$ cat src/rtl/irq_agg_pkg.sv
package irq_agg_pkg;
  localparam int DW     = 32;
  localparam int AW     = 8;
  localparam int N_ERR  = 5;
  localparam int N_LEG  = 4;
  localparam int LEG_LO = 16;
  localparam int PME_B  = 20;
  localparam int V2P_B  = 31;

  localparam logic [DW-1:0] STAT_IMPL = 32'h8F1F_0067;

  localparam logic [AW-1:0] A_REV    = 8'h00;
  localparam logic [AW-1:0] A_ST_SET = 8'h10;
  localparam logic [AW-1:0] A_ST_CLR = 8'h14;
  localparam logic [AW-1:0] A_HM_SET = 8'h20;
  localparam logic [AW-1:0] A_HM_CLR = 8'h24;
  localparam logic [AW-1:0] A_BM_SET = 8'h30;
  localparam logic [AW-1:0] A_BM_CLR = 8'h34;

  // Status bit that each error pulse sets (error index -> status bit)
  function automatic int err_pos(input int idx);
    case (idx)
      0: return 0;
      1: return 1;
      2: return 2;
      3: return 5;
      default: return 6;
    endcase
  endfunction

  // Place the hardware causes into status-word positions
  function automatic logic [DW-1:0] place_events(
      input logic [N_ERR-1:0] err, input logic [N_LEG-1:0] lvl,
      input logic pme, input logic v2p);
    logic [DW-1:0] v;
    v = '0;
    for (int i = 0; i < N_ERR; i++) v[err_pos(i)] = err[i];
    for (int k = 0; k < N_LEG; k++) v[LEG_LO+k] = lvl[k];
    v[PME_B] = pme;
    v[V2P_B] = v2p;
    return v;
  endfunction

  // New status from old status plus set and clear requests; set wins
  function automatic logic [DW-1:0] next_status(
      input logic [DW-1:0] cur, input logic [DW-1:0] setv, input logic [DW-1:0] clrv);
    return ((cur & ~clrv) | setv) & STAT_IMPL;
  endfunction

  function automatic logic [DW-1:0] gate(input logic [DW-1:0] st, input logic [DW-1:0] m);
    return st & m;
  endfunction
endpackage

$ cat src/rtl/irq_agg_status.sv
module irq_agg_status
  import irq_agg_pkg::*;
(
  input  logic          clk,
  input  logic          rst_n,
  input  logic [DW-1:0] hw_set,
  input  logic          sw_set_we,
  input  logic          sw_clr_we,
  input  logic [DW-1:0] wdata,
  output logic [DW-1:0] status
);
  logic [DW-1:0] set_vec;
  logic [DW-1:0] clr_vec;

  always_comb begin
    set_vec = (hw_set | (sw_set_we ? wdata : '0)) & STAT_IMPL;
    clr_vec = sw_clr_we ? wdata : '0;
  end

  always_ff @(posedge clk) begin
    if (!rst_n) status <= '0;
    else        status <= next_status(status, set_vec, clr_vec);
  end

  // unimplemented positions never hold a 1
  a_r2_reserved_zero: assert property (@(posedge clk) disable iff (!rst_n)
    (status & ~STAT_IMPL) == '0);

  // every requested set is visible next cycle, whatever the clears do
  a_r9_set_wins: assert property (@(posedge clk) disable iff (!rst_n)
    1'b1 |=> ((status & $past(set_vec)) == $past(set_vec)));

  // a clear of a bit with no set request leaves it at 0
  a_r4_clear_takes: assert property (@(posedge clk) disable iff (!rst_n)
    (sw_clr_we && ((wdata & ~set_vec & STAT_IMPL) != '0))
      |=> ((status & $past(wdata & ~set_vec)) == '0));
endmodule

$ cat src/rtl/irq_agg_mask.sv
module irq_agg_mask
  import irq_agg_pkg::*;
#(
  parameter int WIDTH = 32,
  parameter logic [WIDTH-1:0] IMPL = '1
) (
  input  logic             clk,
  input  logic             rst_n,
  input  logic             wr_set,
  input  logic             wr_clr,
  input  logic [WIDTH-1:0] wdata,
  output logic [WIDTH-1:0] mask
);
  logic [WIDTH-1:0] set_bits;
  logic [WIDTH-1:0] clr_bits;

  assign set_bits = wr_set ? (wdata & IMPL) : '0;
  assign clr_bits = wr_clr ? wdata : '0;

  always_ff @(posedge clk) begin
    if (!rst_n) mask <= '0;
    else        mask <= (mask | set_bits) & ~clr_bits;
  end

  // with no write to this pair the mask holds
  a_r5_mask_hold: assert property (@(posedge clk) disable iff (!rst_n)
    (!wr_set && !wr_clr) |=> $stable(mask));

  // a set write turns on the requested implemented bits
  a_r5_mask_set: assert property (@(posedge clk) disable iff (!rst_n)
    (wr_set && !wr_clr) |=> ((mask & $past(wdata & IMPL)) == $past(wdata & IMPL)));

  // a clear write turns the requested bits off
  a_r5_mask_clr: assert property (@(posedge clk) disable iff (!rst_n)
    (wr_clr && !wr_set) |=> ((mask & $past(wdata)) == '0));
endmodule

$ cat src/rtl/irq_agg_readmux.sv
module irq_agg_readmux
  import irq_agg_pkg::*;
#(
  parameter logic [DW-1:0] REV_ID = 32'h0001_0002
) (
  input  logic [AW-1:0] addr,
  input  logic [DW-1:0] status,
  input  logic [DW-1:0] host_mask,
  input  logic [DW-1:0] be_mask,
  output logic [DW-1:0] rdata
);
  always_comb begin
    case (addr)
      A_REV:              rdata = REV_ID;
      A_ST_SET, A_ST_CLR: rdata = status;
      A_HM_SET:           rdata = host_mask;
      A_HM_CLR:           rdata = gate(status, host_mask);
      A_BM_SET:           rdata = be_mask;
      A_BM_CLR:           rdata = gate(status, be_mask);
      default:            rdata = '0;
    endcase
  end
endmodule

$ cat src/rtl/irq_agg_top.sv
module irq_agg_top
  import irq_agg_pkg::*;
#(
  parameter logic [31:0] REV_ID = 32'h0001_0002
) (
  input  logic          clk,
  input  logic          rst_n,
  input  logic [7:0]    reg_addr,
  input  logic          reg_we,
  input  logic [31:0]   reg_wdata,
  output logic [31:0]   reg_rdata,
  input  logic [4:0]    err_evt,
  input  logic [3:0]    legacy_int,
  input  logic          pme_evt,
  input  logic          v2p_evt,
  output logic          host_irq,
  output logic          local_irq
);
  logic          wr_st_set, wr_st_clr, wr_hm_set, wr_hm_clr, wr_bm_set, wr_bm_clr;
  logic [DW-1:0] hw_set;
  logic [DW-1:0] status;
  logic [DW-1:0] host_mask;
  logic [DW-1:0] be_mask;
  logic [DW-1:0] host_pend;
  logic [DW-1:0] be_pend;

  assign wr_st_set = reg_we && (reg_addr == A_ST_SET);
  assign wr_st_clr = reg_we && (reg_addr == A_ST_CLR);
  assign wr_hm_set = reg_we && (reg_addr == A_HM_SET);
  assign wr_hm_clr = reg_we && (reg_addr == A_HM_CLR);
  assign wr_bm_set = reg_we && (reg_addr == A_BM_SET);
  assign wr_bm_clr = reg_we && (reg_addr == A_BM_CLR);

  assign hw_set = place_events(err_evt, legacy_int, pme_evt, v2p_evt);

  irq_agg_status u_status (
    .clk(clk), .rst_n(rst_n), .hw_set(hw_set),
    .sw_set_we(wr_st_set), .sw_clr_we(wr_st_clr), .wdata(reg_wdata),
    .status(status)
  );

  irq_agg_mask #(.WIDTH(DW), .IMPL(STAT_IMPL)) u_host_mask (
    .clk(clk), .rst_n(rst_n), .wr_set(wr_hm_set), .wr_clr(wr_hm_clr),
    .wdata(reg_wdata), .mask(host_mask)
  );

  irq_agg_mask #(.WIDTH(DW), .IMPL(STAT_IMPL)) u_be_mask (
    .clk(clk), .rst_n(rst_n), .wr_set(wr_bm_set), .wr_clr(wr_bm_clr),
    .wdata(reg_wdata), .mask(be_mask)
  );

  irq_agg_readmux #(.REV_ID(REV_ID)) u_rmux (
    .addr(reg_addr), .status(status), .host_mask(host_mask),
    .be_mask(be_mask), .rdata(reg_rdata)
  );

  assign host_pend = gate(status, host_mask);
  assign be_pend   = gate(status, be_mask);
  assign host_irq  = |host_pend;
  assign local_irq = |be_pend;

  // no enabled back-end source means no local interrupt
  a_r8_local_quiet: assert property (@(posedge clk) disable iff (!rst_n)
    (be_mask == '0) |-> !local_irq);

  // no enabled host source means no host interrupt
  a_r8_host_quiet: assert property (@(posedge clk) disable iff (!rst_n)
    (host_mask == '0) |-> !host_irq);

  // a high legacy line shows up in status on the next cycle, clear or not
  a_r6_level_reasserts: assert property (@(posedge clk) disable iff (!rst_n)
    1'b1 |=> ((status[LEG_LO +: N_LEG] & $past(legacy_int)) == $past(legacy_int)));

  // a write to the revision offset leaves both masks unchanged
  a_r10_rev_write_inert: assert property (@(posedge clk) disable iff (!rst_n)
    (reg_we && reg_addr == A_REV) |=> ($stable(host_mask) && $stable(be_mask)));
endmodule

$ cat config.mk
export PLATFORM = sky130hd
export DESIGN_NAME = irq_agg_top
export DESIGN_NICKNAME = d
export VERILOG_FILES = /design/src/rtl/irq_agg_pkg.sv /design/src/rtl/irq_agg_status.sv /design/src/rtl/irq_agg_mask.sv /design/src/rtl/irq_agg_readmux.sv /design/src/rtl/irq_agg_top.sv
export SDC_FILE = /design/constraint.sdc
export NUM_CORES = 1
export LEC_CHECK = 0
export ABC_AREA = 1
export ABC_CLOCK_PERIOD_IN_PS = 3130
export BUFFER_PORTS_ARGS = -buffer_cell sky130_fd_sc_hd__buf_2
export CAP_MARGIN = 20
export CORE_ASPECT_RATIO = 0.7
export CORE_UTILIZATION = 60
export CTS_BUF_LIST = sky130_fd_sc_hd__clkbuf_8
export DETAILED_ROUTE_END_ITERATION = 16
export PLACE_DENSITY = 0.85
export SLEW_MARGIN = 0
export SYNTH_ARGS = -nofsm -noshare
export SYNTH_HDL_FRONTEND = slang
export SYNTH_HIERARCHICAL = 1
export SYNTH_SLANG_ARGS = --single-unit
$ cat constraint.sdc
create_clock -name clk -period 3.13 [get_ports clk]
set_input_delay 0.1565 -clock clk [delete_from_list [all_inputs] [get_ports clk]]
set_output_delay 0.1565 -clock clk [all_outputs]
set_load 0.01 [all_outputs]
======== Word-level counts from Yosys, hierarchy flattened ========
Cells that the tools add are included.
cells by class
  equal/unequal tests ..................... 6
  muxes and demuxes ....................... 7
  bitwise gates (word level) .............. 12
  reductions and logical operators ........ 10
operators with widths
  cell                number
  $mux 32             6
  $pmux 32 s6         1
  $and 32x32->32      5
  $or 32x32->32       4
  $not 32->32         3
  $reduce_or 32->1    2
  $eq 8x6->1 const B  4
  $eq 8x5->1 const B  2
  $logic_not 8->1     1
  $logic_and 1x1->1   6
  $reduce_or 2->1     1
storage, ports and cells
  flip-flop bits (word level) ............. 96
  output and inout bits ................... 34

======== Logic depth before layout (Yosys ltp) ========
  word-level depth ........................ 6
  depth in mapped cells ................... 9
  gate-level depth less buffers ........... 8

======== By module ========
The synthesis kept the hierarchy.
modules (own cells, without submodules)
  module           instances  cells each  area each (sq um)
  irq_agg_mask     2          133         1153.6
  irq_agg_readmux  1          382         1695.4
  irq_agg_status   1          97          765.7
  irq_agg_top      1          146         561.8

======== Worst setup path after synthesis ========
OpenSTA, ideal clock, no wires.
  path type ............................... input port to output port
  start ................................... input reg_addr[0]
  end ..................................... output reg_rdata[0]
  arrival ................................. 1.029 ns
  data required time ...................... 2.974 ns
  path slack .............................. 1.945 ns
  cell stages on the path ................. 8
  path through ............................ inv_1 nand2_1 nor2_1 and2_1 buf_2 buf_4 nand2_1 nand3_1
on the way
  longest elaborated chain between the ends .. 3
  elaborated cells between the ends (all ways) .. 9
  those cells by class .................... eq/ne: 6; mux: 1; reduce/logical: 2
RTL lines
  item                line                   source
  start: declaration  irq_agg_top.sv:8       input logic [7:0] reg_addr,
  $eq 8x5->1          irq_agg_readmux.sv:13  case (addr)
  $reduce_or 2->1     irq_agg_readmux.sv:13
  $pmux 32 s6 *       irq_agg_readmux.sv:13
  end: declaration    irq_agg_top.sv:11      output logic [31:0] reg_rdata,
Mark *: on every way between the ends. The rest lies on a longest branch, timed or not.

======== Final worst setup path ========
Ends and elaborated chain as after synthesis.

==> run_results.csv <==
group,metric,value,unit
run_status,outcome,"finished clean",
setup_path,crit_fanout,20,
setup_path,r2r_end,"u_status/status[18]",
clock_tree,clock_latency,0.37,ns
placement,dp_hpwl,10.1,mm
grt,globalRoute.totalOverflow,0,
placement,port_buffers,87,
clock_tree,cts_tree,"built",
setup_path,critPathMaxStageDelay,0.46,ns
setup_path,cp.required,2.97,ns
grt,antenna_found_initial,0,
power_and_ir_drop,p_seq_share,49.9,%
sta,clock.fmax,0.435,GHz
clock_tree,cts-resized-gates,0,
grt,grt_pass1_wl,25.3,mm
finish,area_delta_synth_final,14.1,%
sta,setup_tns,0,ns
setup_path,cp-end-kind,"primary output",
synthesis,synth-seq-cells,79,
synthesis,yosysSeqAreaShare,29.7,%
grt,busiest_layer,"met2",
setup_path,arrival,2.14,ns
floorplan,io_pins,88,
power_and_ir_drop,internal_power,1.53,mW
route,routed_wl,15.9,mm
power_and_ir_drop,swShare,26.5,%
synthesis,syn_area,5330,sq um
setup_path,path_class,"input port to primary output",
sta,hold_ws,0.0113,ns
setup_path,crit_start,"reg_addr[0]",
setup_path,start_kind,"input port",
setup_path,critical_path.slowest_cell,"nand2_1",
route,drtIter0Drc,765,
sta,finClkSkew,0,ns
floorplan,die_y,80.9,um
synthesis,ys_warn_count,6,
power_and_ir_drop,p_leak,3.00,nW
grt,grt_util_met1,47.7,%
power_and_ir_drop,power.density,342,nW/um^2
grt,grt_usage,35.2,%
clock_tree,cts_setup_buffers,0,
setup_path,path_cells,"buf_2 -> inv_1 -> nand2_1 -> nor2_2 -> nand2_1 -> buf_4 -> nand2_1 -> nand2_1 -> nand3_1 -> nand3_1 -> buf_2",
setup_path,critPathMostFrequentCell,"nand2_1",
sta,drv_slew,0,
clock_tree,clock_path_buffers,2,
sta,worstMarginPinSlew,0.847,ns
synthesis,postSynthAreaPerCell,5.98,sq um
finish,final_nets,1033,
placement,place_congestion,0.877,
job,maxCapViolations,0,
power_and_ir_drop,power_switching,551,uW
power_and_ir_drop,p_comb_share,9.5,%
route,wl_per_cell,14.4,um
floorplan,start_util,62.4,%
grt,grt_pass1_vias,5244,
grt,grt_start_max_net_pins,65,
finish,diodes,0,
sta,grt_setup_unrepaired,"no",
setup_path,reg2reg_slack,2.40,ns
power_and_ir_drop,pwr-share-clk,40.6,%
sta,hold_viol,0,
setup_path,ff2ff_path_depth,2,
grt,grt.met3_usage,8.21,%
route,ant_nets,0,
sta,fin_crit_sh,73.4,%
setup_path,reg2reg_from,"u_status/status[18]",
floorplan,placementRows,28,
clock_tree,h-tree-depth,3,
route,dr.pass1.iters,5,
sta,min_period,2.30,ns
worst_hold_path,hp-class,"input port to register",
route,drc,0,
sta,max_slew_margin,43.5,%
finish,drive_gt1_share,17.3,%
setup_path,endpoint,"reg_rdata[0]",
grt,global_route.usage.met2,54.8,%
floorplan,dieArea,9270,sq um
route,viasPerCell,5.55,
clock_tree,clock_sinks,79,
sta,setup_violations,0,
synthesis,syn_inst,891,
clock_tree,cts_made_buffers,9,
floorplan,die_width,115,um
power_and_ir_drop,vdd_drop_max,337,uV
clock_tree,clockRootBuffer,"clkbuf_8",
clock_tree,cts.clk_slew.worst_paths,0.08,ns
route,routed-via-count,6130,
synthesis,ys_types,18,
floorplan,core_area,8550,sq um
clock_tree,ctsHoldBuffers,16,
==> per-layer routing <==
metal  vias to the layer above  part of all wire (%)
li1                       2993                     -
met1                      2688                    43
met2                       403                    43
met3                        46                    11
met4                         0                   2.4
met5                         -                     0
==> power by group through the flow <==
stage | combinational [mW] | sequential, mW | clock [mW]
after detailed placement | 0.175 | 1.06 | 0
after global routing | 0.216 | 1.04 | 0.896
after global placement | 0.173 | 1.06 | 0
final | 0.198 | 1.04 | 0.844
after floorplan | 0.112 | 1.06 | 0
after CTS | 0.191 | 1.04 | 0.847
==> kinds of logic (layout without fill, tap and decap cells) <==
logic type | after synthesis | count (layout) | synth area share, %
flip-flops | 79 | 79 | 29.7
AND/OR/NAND/NOR | 605 | 605 | 46.9
other | 2 | 21 | 0.141
AO/OA/AOI/OAI | 94 | 94 | 11.6
buffers and inverters | 111 | 185 | 11.6
==> final cells by class <==
cell class	count	area, sq um
Clock inverter	7	90.1
Sequential cell	79	1580
Multi-Input combinational cell	720	3230
Timing Repair Buffer	120	723
Inverter	49	184
Tap cell	120	150
Fill cell	790	2470
Clock buffer	9	124
==> Yosys cell counts <==
cell / count / area, sq um
a21oi_1: 54 / 270
a21oi_2: 40 / 350
and2_1: 1 / 6.26
buf_2: 22 / 110
buf_4: 31 / 233
buf_6: 8 / 90.1
clkbuf_1: 1 / 3.75
conb_1: 2 / 7.51
dfxtp_1: 79 / 1580
inv_1: 46 / 173
inv_2: 3 / 11.3
nand2_1: 368 / 1380
nand3_1: 158 / 791
nand4_1: 3 / 18.8
nor2_1: 71 / 267
nor2_2: 2 / 12.5
nor2_4: 1 / 11.3
nor3b_2: 1 / 12.5
==> worst min-delay path by stage <==
stage                       start              endpoint  slack, ns  cells past startpoint
floorplan           reg_wdata[30]    u_be_mask/mask[30]       0.24                      1
global placement    reg_wdata[12]  u_host_mask/mask[12]       0.35                      2
detailed placement  reg_wdata[12]  u_host_mask/mask[12]       0.36                      2
CTS                 reg_wdata[30]    u_be_mask/mask[30]       0.01                      2
global route        reg_wdata[30]    u_be_mask/mask[30]       0.02                      2
finish              reg_wdata[30]    u_be_mask/mask[30]       0.01                      2
==> state kept, by name, summed over array words and instances (netlist names) <==
name / cells
u_status/status: 15
u_host_mask/mask: 32
u_be_mask/mask: 32
==> placed cells by master (no fill, tap or decap) <==
cell and count:
nand4_1 3, dfxtp_1 79, buf_4 17, buf_2 87, nor3b_4 1, inv_1 48
bufinv_16 2, nand3_1 158, conb_1 21, inv_2 3, dlygate4sd3_1 16, clkinvlp_4 3
nor2_1 66, nor2_2 5, nand2_1 368, nor2_4 3, a21oi_1 54, a21oi_2 40
clkbuf_8 9, and2_1 1
==> stage by stage <==
stage / cell area (sq um) / cells / total power, mW / util, % / setup WS (ns)
after floorplan: 5400 / 910 / 1.17 / - / 1.94
after global placement: 5710 / 1072 / 1.23 / 66.8 / 0.975
after detailed placement: 5710 / 1072 / 1.24 / 66.8 / 0.911
after CTS: 6080 / 1104 / 2.08 / 71.1 / 0.901
after global routing: 6080 / 1104 / 2.15 / 71.1 / 0.685
final: 6080 / 1104 / 2.08 / 71.1 / 0.833
==> critical path, delay by kind of cell <==
family | cells | cell delay, ns
simple gates | 7 | 1.31
buf+inv | 4 | 0.68
Power figures use the tool's default switching activity.
